**config.mk**
```make
export PLATFORM = sky130hd
export DESIGN_NAME = tap_mac_window
export DESIGN_NICKNAME = d
export VERILOG_FILES = /design/src/rtl/tap_mac_window.sv
export SDC_FILE = /design/constraint.sdc
export NUM_CORES = 2
export LEC_CHECK = 0
export ABC_CLOCK_PERIOD_IN_PS = 9750
export BUFFER_PORTS_ARGS = -buffer_cell sky130_fd_sc_hd__clkbuf_2
export CAP_MARGIN = 20
export CORE_ASPECT_RATIO = 2
export CORE_MARGIN = 5
export CORE_UTILIZATION = 35
export DETAILED_ROUTE_END_ITERATION = 16
export GPL_ROUTABILITY_DRIVEN = 0
export SETUP_SLACK_MARGIN = 0.05
export SYNTH_ARGS = -nofsm -noshare
export SYNTH_HDL_FRONTEND = slang
export SYNTH_SLANG_ARGS = --single-unit
```
**constraint.sdc**
```tcl
create_clock -name clk -period 9.75 [get_ports clk]
set_input_delay 0.4875 -clock clk [delete_from_list [all_inputs] [get_ports clk]]
set_output_delay 0.4875 -clock clk [all_outputs]
set_load 0.02 [all_outputs]
```
**src/rtl/tap_mac_window.sv**
```systemverilog
module tap_mac_window #(
  parameter int DW      = 8,
  parameter int CW      = 12,
  parameter int AW      = 8,
  parameter int ACCW    = 32,
  parameter int OW      = 16,
  parameter int SELW    = 5,
  parameter int CF_FRAC = 11,
  parameter int AC_FRAC = 15
) (
  input  logic            clk,
  input  logic            rst_n,
  input  logic [DW-1:0]   pix_in,
  input  logic [AW-1:0]   cf_addr,
  input  logic            cf_addr_en_n,
  input  logic            sum_start,
  input  logic [SELW-1:0] win_sel,
  input  logic            bank_we,
  input  logic [AW-1:0]   bank_waddr,
  input  logic [CW-1:0]   bank_wdata,
  output logic [OW-1:0]   res_out
);
  localparam int ROWS   = 1 << AW;
  localparam int PW     = DW + CW;
  localparam int SH     = AC_FRAC - CF_FRAC;
  localparam int EXT    = ACCW - PW - SH;
  localparam int MAXSEL = ACCW - OW;

  logic [CW-1:0]   bank [ROWS];
  logic [DW-1:0]   pix_q;
  logic [AW-1:0]   addr_q;
  logic            clr_q;
  logic [ACCW-1:0] acc;
  logic [PW-1:0]   prod;
  logic [ACCW-1:0] prod_ext;
  logic [SELW-1:0] sel_eff;
  logic [ACCW-1:0] shifted;

  assign prod     = PW'($signed(pix_q) * $signed(bank[addr_q]));
  assign prod_ext = {{EXT{prod[PW-1]}}, prod, {SH{1'b0}}};
  assign sel_eff  = (int'(win_sel) > MAXSEL) ? SELW'(MAXSEL) : win_sel;
  assign shifted  = acc >> sel_eff;

  always_ff @(posedge clk) begin
    if (!rst_n) begin
      for (int i = 0; i < ROWS; i++) bank[i] <= '0;
    end else if (bank_we) begin
      bank[bank_waddr] <= bank_wdata;
    end
  end

  always_ff @(posedge clk) begin
    if (!rst_n) begin
      pix_q   <= '0;
      addr_q  <= '0;
      clr_q   <= 1'b0;
      acc     <= '0;
      res_out <= '0;
    end else begin
      pix_q   <= pix_in;
      clr_q   <= sum_start;
      if (!cf_addr_en_n) addr_q <= cf_addr;
      acc     <= clr_q ? prod_ext : acc + prod_ext;
      res_out <= shifted[OW-1:0];
    end
  end
endmodule


```
==> flow_summary.yaml <==
run_status:
  outcome: "completed"
flow_run:
  drv_cap: 0
clock_tree:
  cts_tree: "done"
  clockBufferDepth: 4
  h-tree-depth: 5
  cts_root_buf: "clkbuf_16"
  clkTransAtPathRegs_ns: 0.06
  clk-insertion-delay-late_ns: 0.93
  cts_made_buffers: 313
  clkSinkCount: 3141
finish:
  final_area_um2: 169000
  multiInputGateArea_um2: 51300
  finish.utilization_pct: 39.9
  seq_area_um2: 93700
  nFillCells: 38583
  area_growth_pct: 13.7
  stdcell_count: 15736
  nets: 10050
  final_layout_size_suffix_gt1_share_pct: 22.5
worst_setup_path:
  slowest_stage: "mux4_2"
  path_buf_inv: 10
  crit_path_start_kind: "register"
  crit_type: "register to register"
  crit_path_end_kind: "register"
  worstPathRequired_ns: 10.50
  cpPeakStageDelay_ns: 0.67
  crit_family: "adder cells"
  crit_top_cell: "fa_1"
  crit_fanout: 7
  worst-endpoint-arrival_ns: 10.31
timing:
  fmax_ghz: 0.105
  slew_headroom_pct: 19.3
  rsz0062_at_grt: "true"
  setup_viol: 0
  slew_violations: 0
  skew_ns: 0.0572
  tightest_slew_ns: 1.21
  hold_viol: 0
  period_share_pct: 98.1
  final.min_clock_period_ns: 9.56
power_and_ir_drop:
  pwr-share-clk_pct: 35.6
  intPower_mw: 25.2
  max-vdd-ir-drop_v: 0.000195
  p_leak_nw: 57.6
  powerDensity_nw_per_um2: 202
  sw_frac_of_total_pct: 26.6
  p_switching_mw: 9.12
  sequentialPowerShare_pct: 46.0
  pwr-share-comb_pct: 18.4
yosys:
  ys_types: 62
  synth_area_um2: 149000
  yosysTopAreaCell: "edfxtp_1"
  ys_warn_count: 0
  synth-edff-count: 3072
  yosys_most_used_dff: "edfxtp_1"
  ys_ff_latch: 3141
  synth.top_cells.by_count: "3149 x and2_1, 3072 x edfxtp_1, 974 x mux4_2"
  ys_seq_area_share_pct: 62.9
  synthCells: 9747
  syn-num-nets: 9939
  synth.most_common_cell: "and2_1"
  synth_area_leaders: "edfxtp_1 62%, mux4_2 15%, and2_1 13%"
  ys_async_sr_fraction_pct: 0
  synth_top_cell_area_share_pct: 61.9
  syn_avg_cell_area_um2: 15.3
global_routing:
  antenna_found_initial: 28
  grt_pass1_vias: 84939
  grt_max_degree: 112
  grt_pass1_wl_um: 627000
  grt_overflow: 0
  grt_util_all_layers_pct: 19.2
detailed_routing:
  drt_wl_total_um: 433000
  drt-initial-drc-count: 10051
  drc_errors: 0
  via_count: 83899
  viasPerCell: 5.33
  wire_per_inst_um: 27.5
  drt-pass1-iter-count: 6
  ant_nets: 0
placed_design:
  dpl_cell_area_um2: 158000
  place_inst: 15098
  hpwl_um: 276000
  numPortBuffers: 61
floorplan:
  core_area_um2: 425000
  fp.dieH_um: 933
  die_x_um: 471
  die-area_um2: 440000
  fp-row-count: 339
  ios: 62
  start_util_pct: 35.0
min_path:
  hp-class: "input port to register"
## final timing paths
| check | startpoint | to | slack (ns) | cells past startpoint |
|---|---|---|---|---|
| min reg2reg | addr_q[1] | addr_q[1] | 0.51 | 2 |
| min | cf_addr[6] | register | 0.09 | 3 |
| max | register | acc[29] | 0.19 | 36 |
| max reg2reg | register | acc[29] | 0.19 | 36 |
## per-stage QoR
| stage | total power [mW] | setup WS, ns | hold WS (ns) | TNS [ns] |
|---|---|---|---|---|
| 2_1_floorplan | 19.7 | 0.718 | 0.467 | 0 |
| 6_report | 34.3 | 0.187 | 0.0891 | 0 |
| 3_5_place_dp | 22.2 | -0.207 | 0.505 | -0.224 |
| 3_3_place_gp | 22.1 | -0.243 | 0.486 | -0.246 |
| 5_1_grt | 35.6 | -0.0603 | 0.0857 | -0.0603 |
| 4_1_cts | 34.4 | 0.0545 | 0.00319 | 0 |
## power groups by stage
stage	Combinational, mW	Clock (mW)	Sequential [mW]
detailed placement	6.11	0	16.1
global placement	6.08	0	16.1
CTS	6.17	12.4	15.8
global route	6.86	12.9	15.9
finish	6.30	12.2	15.8
floorplan	3.76	0	16.0
## worst min-delay path, cell delays in order
cell,delay (ns)
clkbuf_2,0.21
mux2i_1,0.18
nor2_1,0.06
## flip-flops by register name, indices dropped and copies added, names as in the netlist, named ones only
name and count:
pix_q 8, res_out 16, bank 3072, acc 28, clr_q 1, addr_q 8
## placed cells by master, fill, tap and decap left out, types with 11 or more instances in the layout
cell type,netlist,routed
a211oi_1,37,33
a21o_1,12,12
a21oi_1,76,72
and2_1,3149,3149
and3_1,12,12
buf_12,0,62
buf_4,27,605
buf_6,4,25
buf_8,0,15
bufinv_16,0,30
clkbuf_1,821,50
clkbuf_16,0,323
clkbuf_2,0,48
clkinv_1,0,63
clkinv_2,0,58
clkinvlp_4,0,11
dfxtp_1,69,63
dlygate4sd3_1,0,15
edfxtp_1,3072,3072
fa_1,80,78
ha_1,66,63
inv_1,106,105
mux2i_1,123,122
mux4_2,974,974
nand2_1,128,121
nand3_1,37,27
nor2_1,333,333
nor2b_1,23,23
o21ai_0,272,33
o21ai_1,24,250
o21ai_2,0,13
xnor2_1,21,21
xor2_1,17,17
## cells by family (layout without fill, tap and decap cells)
logic type,after synthesis,in the layout,synth area share [%]
AOI/OAI and AO/OA,489,489,1.87
muxes,1107,1107,15.6
buffers and inverters,1095,1449,2.93
and+or+nand+nor,3731,3731,14.9
DFF,3141,3141,62.9
other,0,9,0
xor gates and xnor gates,38,38,0.223
adders and majority gates,146,146,1.63
## layout make-up
class,count,share of cell area [%]
flip-flops and latches,3141,55.3
multi-input cells,5511,30.3
clock buffers,371,4.85
well taps,5626,4.15
repair buffers,784,4.14
clock inverters,187,1.06
inverters,107,0.237
diodes,9,0.0133
## per-layer routing
| layer | global-route usage [%] | wire, um | vias to the layer above |
|---|---|---|---|
| met2 | 30.8 | 205000 | 3479 |
| met3 | 2.96 | 33000 | 622 |
| met5 | 0 | 70 | - |
| met1 | 26.8 | 178000 | 43947 |
| met4 | 6.63 | 17100 | 10 |
| li1 | - | - | 35841 |
## timing repair
| item | 4_1_cts | 5_1_grt |
|---|---|---|
| pin swaps | 0 | 13 |
| setup endpoints to repair | 4 | 8 |
| gates cloned | 0 | 2 |
| buffers inserted | 7 | 46 |
| gates resized for setup | 9 | 60 |
| hold buffers | 15 | 0 |
| hold endpoints to repair | 21 | 0 |
No activity file was read; power rests on OpenSTA's default activity.
